### src/rtl/rr_alu_pkg.sv
package rr_alu_pkg;

    typedef enum logic [3:0] {
        FN_MOV  = 4'h0,
        FN_OR   = 4'h1,
        FN_AND  = 4'h2,
        FN_XOR  = 4'h3,
        FN_ADD  = 4'h4,
        FN_SUB  = 4'h5,
        FN_SHR  = 4'h6,
        FN_RSUB = 4'h7,
        FN_SHL  = 4'hE
    } alu_fn_e;

    typedef struct packed {
        logic    accept;   // legal op of this group, load data registers
        logic    res_en;   // result write requested
        logic    flag_en;  // flag write requested
        alu_fn_e fn;
    } alu_ctrl_t;

endpackage

### src/rtl/rr_alu_decode.sv
module rr_alu_decode
    import rr_alu_pkg::*;
#(
    parameter int unsigned NIB_W   = 4,
    parameter logic [3:0]  GROUP   = 4'h8,
    parameter logic [3:0]  FLAG_IX = 4'hF
) (
    input  logic             valid_i,
    input  logic [NIB_W-1:0] group_i,
    input  logic [NIB_W-1:0] dst_i,
    input  logic [NIB_W-1:0] sel_i,
    output alu_ctrl_t        ctrl_o
);
    logic legal_sel;
    logic flag_sel;

    always_comb begin
        legal_sel = 1'b0;
        flag_sel  = 1'b0;
        unique case (sel_i)
            4'h0, 4'h1, 4'h2, 4'h3: legal_sel = 1'b1;
            4'h4, 4'h5, 4'h6, 4'h7, 4'hE: begin
                legal_sel = 1'b1;
                flag_sel  = 1'b1;
            end
            default: legal_sel = 1'b0;
        endcase

        ctrl_o.accept  = valid_i && (group_i == GROUP) && legal_sel;
        ctrl_o.flag_en = ctrl_o.accept && flag_sel;
        // flag write wins when destination is the flag register
        ctrl_o.res_en  = ctrl_o.accept && !(flag_sel && (dst_i == FLAG_IX));
        ctrl_o.fn      = legal_sel ? alu_fn_e'(sel_i) : FN_MOV;
    end
endmodule

### src/rtl/rr_alu_datapath.sv
module rr_alu_datapath
    import rr_alu_pkg::*;
#(
    parameter int unsigned DATA_W = 8
) (
    input  alu_fn_e           fn_i,
    input  logic [DATA_W-1:0] a_i,
    input  logic [DATA_W-1:0] b_i,
    output logic [DATA_W-1:0] res_o,
    output logic              flag_o
);
    localparam int unsigned EXT_W = DATA_W + 1;

    logic [EXT_W-1:0] sum_w;
    logic [EXT_W-1:0] fwd_diff;
    logic [EXT_W-1:0] rev_diff;

    always_comb begin
        sum_w    = {1'b0, a_i} + {1'b0, b_i};
        fwd_diff = {1'b0, a_i} - {1'b0, b_i};
        rev_diff = {1'b0, b_i} - {1'b0, a_i};
        res_o    = '0;
        flag_o   = 1'b0;
        unique case (fn_i)
            FN_MOV:  res_o = b_i;
            FN_OR:   res_o = a_i | b_i;
            FN_AND:  res_o = a_i & b_i;
            FN_XOR:  res_o = a_i ^ b_i;
            FN_ADD: begin
                res_o  = sum_w[DATA_W-1:0];
                flag_o = sum_w[DATA_W];
            end
            FN_SUB: begin
                res_o  = fwd_diff[DATA_W-1:0];
                flag_o = ~fwd_diff[DATA_W];
            end
            FN_RSUB: begin
                res_o  = rev_diff[DATA_W-1:0];
                flag_o = ~rev_diff[DATA_W];
            end
            FN_SHR: begin
                res_o  = {1'b0, a_i[DATA_W-1:1]};
                flag_o = a_i[0];
            end
            FN_SHL: begin
                res_o  = {a_i[DATA_W-2:0], 1'b0};
                flag_o = a_i[DATA_W-1];
            end
            default: res_o = '0;
        endcase
    end
endmodule

### src/rtl/rr_alu.sv
module rr_alu
    import rr_alu_pkg::*;
#(
    parameter int unsigned DATA_W = 8,
    parameter int unsigned OP_W   = 16
) (
    input  logic              clk,
    input  logic              rst_n,
    input  logic              valid_i,
    input  logic [OP_W-1:0]   opcode_i,
    input  logic [DATA_W-1:0] vx_i,
    input  logic [DATA_W-1:0] vy_i,
    output logic [DATA_W-1:0] res_o,
    output logic [DATA_W-1:0] flag_o,
    output logic              res_we_o,
    output logic              flag_we_o,
    output logic [3:0]        wr_idx_o
);
    localparam int unsigned NIB_W = 4;

    typedef struct packed {
        logic [DATA_W-1:0] res;
        logic [DATA_W-1:0] flag;
        logic              res_we;
        logic              flag_we;
        logic [NIB_W-1:0]  idx;
    } st_t;

    st_t st_d, st_q;

    alu_ctrl_t         ctrl;
    logic [DATA_W-1:0] dp_res;
    logic              dp_flag;

    rr_alu_decode #(.NIB_W(NIB_W)) u_dec (
        .valid_i (valid_i),
        .group_i (opcode_i[OP_W-1 -: NIB_W]),
        .dst_i   (opcode_i[11:8]),
        .sel_i   (opcode_i[NIB_W-1:0]),
        .ctrl_o  (ctrl)
    );

    rr_alu_datapath #(.DATA_W(DATA_W)) u_dp (
        .fn_i   (ctrl.fn),
        .a_i    (vx_i),
        .b_i    (vy_i),
        .res_o  (dp_res),
        .flag_o (dp_flag)
    );

    always_comb begin
        st_d         = st_q;
        st_d.res_we  = ctrl.res_en;
        st_d.flag_we = ctrl.flag_en;
        if (valid_i) begin
            st_d.idx = opcode_i[11:8];
        end
        if (ctrl.accept) begin
            st_d.res  = dp_res;
            st_d.flag = {{(DATA_W-1){1'b0}}, dp_flag};
        end
    end

    always_ff @(posedge clk) begin
        if (!rst_n) begin
            st_q <= '0;
        end else begin
            st_q <= st_d;
        end
    end

    assign res_o     = st_q.res;
    assign flag_o    = st_q.flag;
    assign res_we_o  = st_q.res_we;
    assign flag_we_o = st_q.flag_we;
    assign wr_idx_o  = st_q.idx;

    // idle cycle writes nothing and holds data
    a_r2_idle_hold: assert property (@(posedge clk) disable iff (!rst_n)
        !valid_i |=> !res_we_o && !flag_we_o && $stable(res_o) && $stable(flag_o));

    // destination index follows the request
    a_r2_idx_follow: assert property (@(posedge clk) disable iff (!rst_n)
        valid_i |=> wr_idx_o == $past(opcode_i[11:8]));

    // foreign groups never write
    a_r3_foreign_group: assert property (@(posedge clk) disable iff (!rst_n)
        valid_i && opcode_i[15:12] != 4'h8 |=> !res_we_o && !flag_we_o);

    // carry out of the addition
    a_r5_add_carry: assert property (@(posedge clk) disable iff (!rst_n)
        valid_i && opcode_i[15:12] == 4'h8 && opcode_i[3:0] == 4'h4
        |=> flag_o[0] == ((9'($past(vx_i)) + 9'($past(vy_i))) > 9'd255));

    // illegal low nibbles never write
    a_r10_illegal_sel: assert property (@(posedge clk) disable iff (!rst_n)
        valid_i && opcode_i[15:12] == 4'h8 && (opcode_i[3:0] inside {[4'h8:4'hD], 4'hF})
        |=> !res_we_o && !flag_we_o);

    // flag register destination, flag write takes priority
    a_r11_vf_priority: assert property (@(posedge clk) disable iff (!rst_n)
        valid_i && opcode_i[15:8] == 8'h8F && (opcode_i[3:0] inside {[4'h4:4'h7], 4'hE})
        |=> flag_we_o && !res_we_o);

    // flag byte carries a single bit
    a_r12_flag_bit: assert property (@(posedge clk) disable iff (!rst_n)
        flag_o[DATA_W-1:1] == '0);
endmodule

### config.mk
export PLATFORM = sky130hd
export DESIGN_NAME = rr_alu
export DESIGN_NICKNAME = d
export VERILOG_FILES = /design/src/rtl/rr_alu_pkg.sv /design/src/rtl/rr_alu_decode.sv /design/src/rtl/rr_alu_datapath.sv /design/src/rtl/rr_alu.sv
export SDC_FILE = /design/constraint.sdc
export NUM_CORES = 1
export LEC_CHECK = 0
export ABC_CLOCK_PERIOD_IN_PS = 4070
export BUFFER_PORTS_ARGS = -buffer_cell sky130_fd_sc_hd__buf_2
export CAP_MARGIN = 20
export CORE_MARGIN = 3
export CORE_UTILIZATION = 59
export CTS_CLUSTER_DIAMETER = 50
export DETAILED_ROUTE_END_ITERATION = 7
export PLACE_DENSITY = 0.95
export SYNTH_ARGS = -nofsm -noshare
export SYNTH_HDL_FRONTEND = slang
export SYNTH_SLANG_ARGS = --single-unit
### constraint.sdc
create_clock -name clk -period 4.07 [get_ports clk]
set_input_delay 0.407 -clock clk [delete_from_list [all_inputs] [get_ports clk]]
set_output_delay 0.407 -clock clk [all_outputs]
set_load 0.02 [all_outputs]
==> impl_metrics.env <==
export IMPL_core_um2=3770
export IMPL_post_place_ws_ns=1.59
export IMPL_r2r_start="res_o[6]"
export IMPL_whs_endpoint="wr_idx_o[0]"
export IMPL_fin_ws_ns=1.70
export IMPL_syn_to_final_growth_pct=8.32
export IMPL_status="complete, no violations"
export IMPL_final_cells=396
export IMPL_cts_resized=0
export IMPL_path_clk_slew_ns=0.06
export IMPL_whs_ns=0.434
export IMPL_synth_most_common_cell="nor2_1"
export IMPL_grt_pass1_wl_um=10400
export IMPL_num_rows=22
export IMPL_ios=57
export IMPL_hp_start="opcode_i[8]"
export IMPL_ys_flop_type="dfxtp_1"
export IMPL_synth_async_sr_flop_share=0
export IMPL_grt_start_max_net_pins=25
export IMPL_synth_top_area_cell="ha_1"
export IMPL_fmax_mhz=423
export IMPL_synth_area_um2=2360
export IMPL_netlist_instances=318
export IMPL_leakage_nw=1.20
export IMPL_synthTopCellsByArea="ha_1 17%, dfxtp_1 13%, nor2_1 5.2%"
export IMPL_fin_tns_setup_ns=0
export IMPL_cts_sink_count=15
export IMPL_ant_nets=0
export IMPL_num_antenna_cells=0
export IMPL_drc_errors=0
export IMPL_worst_pin_slew_ns=0.640
export IMPL_final_util=0.678
export IMPL_cts_setup_buffers=0
export IMPL_clockRootBuffer="clkbuf_8"
export IMPL_hold_viol=0
export IMPL_r2r_cells=4
export IMPL_first_global_vias=2235
export IMPL_min_period_ns=2.37
export IMPL_cts_tree="done"
export IMPL_wl_per_cell_um=15.5
export IMPL_viasPerCell=6.13
export IMPL_syn_avg_cell_area_um2=7.42
export IMPL_cp_arrival_ns=2.49
export IMPL_fin_skew_ns=0
export IMPL_synth_edf_count=0
export IMPL_finalNetCount=419
export IMPL_cp_data_required_time_ns=4.19
export IMPL_antenna_found_initial=0
export IMPL_synth_top_cell_area_share=0.170
export IMPL_fin_crit_sh=0.581
export IMPL_ys_seq_area_frac=0.127
export IMPL_die_h_um=69.2
export IMPL_routed_wl_um=6160
export IMPL_drt_iter0_drc=289
export IMPL_dpl_hpwl_um=4910
export IMPL_nFillCells=316
export IMPL_grt_overflow_total=0
export IMPL_report_final_slew_viol_count=0
export IMPL_htreeDepth=1
export IMPL_first_pass_iters=5
export IMPL_finalWeightedCongestion=0.969
export IMPL_rsz0062_at_grt="false"
export IMPL_start_util=0.626
export IMPL_setup_violations=0
export IMPL_crit_fanout=11
export IMPL_ir_drop_mv=0.0817
export IMPL_cts_hold_buf=0
export IMPL_portBuffers=45
export IMPL_numCtsBuffers=3
export IMPL_synthTopCellsByCount="33 x nor2_1, 32 x ha_1, 23 x inv_1"
export IMPL_vias=2427
export IMPL_powerDensity_nw_per_um2=203
export IMPL_ys_ff_latch=15
export IMPL_worstSetupPathType="in2reg"
export IMPL_whs_path_depth=3
export IMPL_clk_latency_ns=0.24
export IMPL_min_path_type="in2reg"
export IMPL_clockBufferDepth=2
export IMPL_die_w_um=69.2
export IMPL_rr_endpoint="res_o[6]"
export IMPL_critPathLaunchType="primary input"
export IMPL_dieArea_um2=4790
export IMPL_end_kind="flop"
export IMPL_track_usage=0.256
export IMPL_post_route_cells_drive_above_1_share=0.190
export IMPL_maxCapViolations=0
export IMPL_slew_headroom=0.573
export IMPL_yosys_warnings=0
export IMPL_ys_types=59
export IMPL_dp_cells=392
export IMPL_r2r_slack_ns=3.30
[per-stage QoR]
stage,instance area (um^2),power (W)
finish,2560,0.000518
global route,2560,0.000549
CTS,2560,0.000512
detailed placement,2510,0.000397
global placement,2510,0.000390
floorplan,2380,0.000344
[worst max path at each step]
stage          endpoint    start
6_report       res_o[7]  vx_i[5]
5_1_grt        res_o[7]  vx_i[5]
4_1_cts        res_o[7]  vx_i[1]
3_5_place_dp   res_o[7]  vx_i[1]
3_3_place_gp   res_o[7]  vx_i[5]
2_1_floorplan  res_o[1]  vy_i[0]
[final cells by class]
type / count / area, um^2 / share of cell area
Multi-Input combinational cell: 257 / 1820 / 0.714
Inverter: 27 / 101 / 0.0396
Timing Repair Buffer: 45 / 225 / 0.0881
Clock buffer: 4 / 45.0 / 0.0176
Tap cell: 48 / 60.1 / 0.0235
Sequential cell: 15 / 300 / 0.117
[critical path, cell delays in order]
cell,delay (ns)
buf_2,0.14
inv_1,0.08
ha_1,0.43
inv_2,0.21
nand3_1,0.17
nor3_1,0.31
nor3_1,0.11
xor2_1,0.15
a221oi_1,0.37
a21oi_1,0.11
[registers in the layout, indices dropped and copies added, names as in the netlist]
register	cells
flag_o	1
wr_idx_o	4
res_we_o	1
flag_we_o	1
res_o	8
[power breakdown]
| group | switching, W | internal (W) | total, W |
|---|---|---|---|
| Combinational | 0.000155 | 0.0000926 | 0.000248 |
| Sequential | 0.00000183 | 0.000151 | 0.000153 |
| Clock | 0.0000480 | 0.0000692 | 0.000117 |
[cells in the final DEF, fill, tap and decap left out, types with 3 or more instances in the layout]
cell type / synthesis / layout
nor2_1: 33 / 33
buf_2: 8 / 45
nand2b_1: 8 / 8
o21ai_1: 13 / 13
mux2i_1: 12 / 12
o22ai_1: 5 / 5
inv_2: 4 / 4
ha_1: 32 / 32
nand3_1: 5 / 5
clkbuf_8: 0 / 3
a22oi_1: 4 / 4
xnor2_1: 6 / 6
a31oi_1: 4 / 4
o21ai_0: 14 / 14
conb_1: 1 / 7
nand4_1: 3 / 3
nand2_1: 19 / 19
o21bai_1: 7 / 7
nor3_1: 13 / 13
inv_1: 23 / 23
dfxtp_1: 15 / 15
a211oi_1: 5 / 5
fa_1: 3 / 3
a21oi_1: 21 / 21
a21o_1: 3 / 3
[layer usage]
| layer | vias up | wire length, um | track usage |
|---|---|---|---|
| met1 | 1097 | 2560 | 0.346 |
| met4 | 0 | 105 | 0.0738 |
| li1 | 1166 | - | - |
| met3 | 15 | 634 | 0.0377 |
| met5 | - | 0 | 0 |
| met2 | 149 | 2860 | 0.419 |
[logic make-up (layout without fill, tap and decap cells)]
| family | count (synthesis) | in the layout | share of synthesized area |
|---|---|---|---|
| simple gates | 96 | 96 | 0.198 |
| mux | 14 | 14 | 0.0652 |
| xor+xnor | 8 | 8 | 0.0297 |
| compound gates | 97 | 97 | 0.274 |
| flops | 15 | 15 | 0.127 |
| other cells | 1 | 7 | 0.00159 |
| buf+inv | 52 | 76 | 0.109 |
| fa+ha+maj | 35 | 35 | 0.195 |
Power figures use the tool's default switching activity.
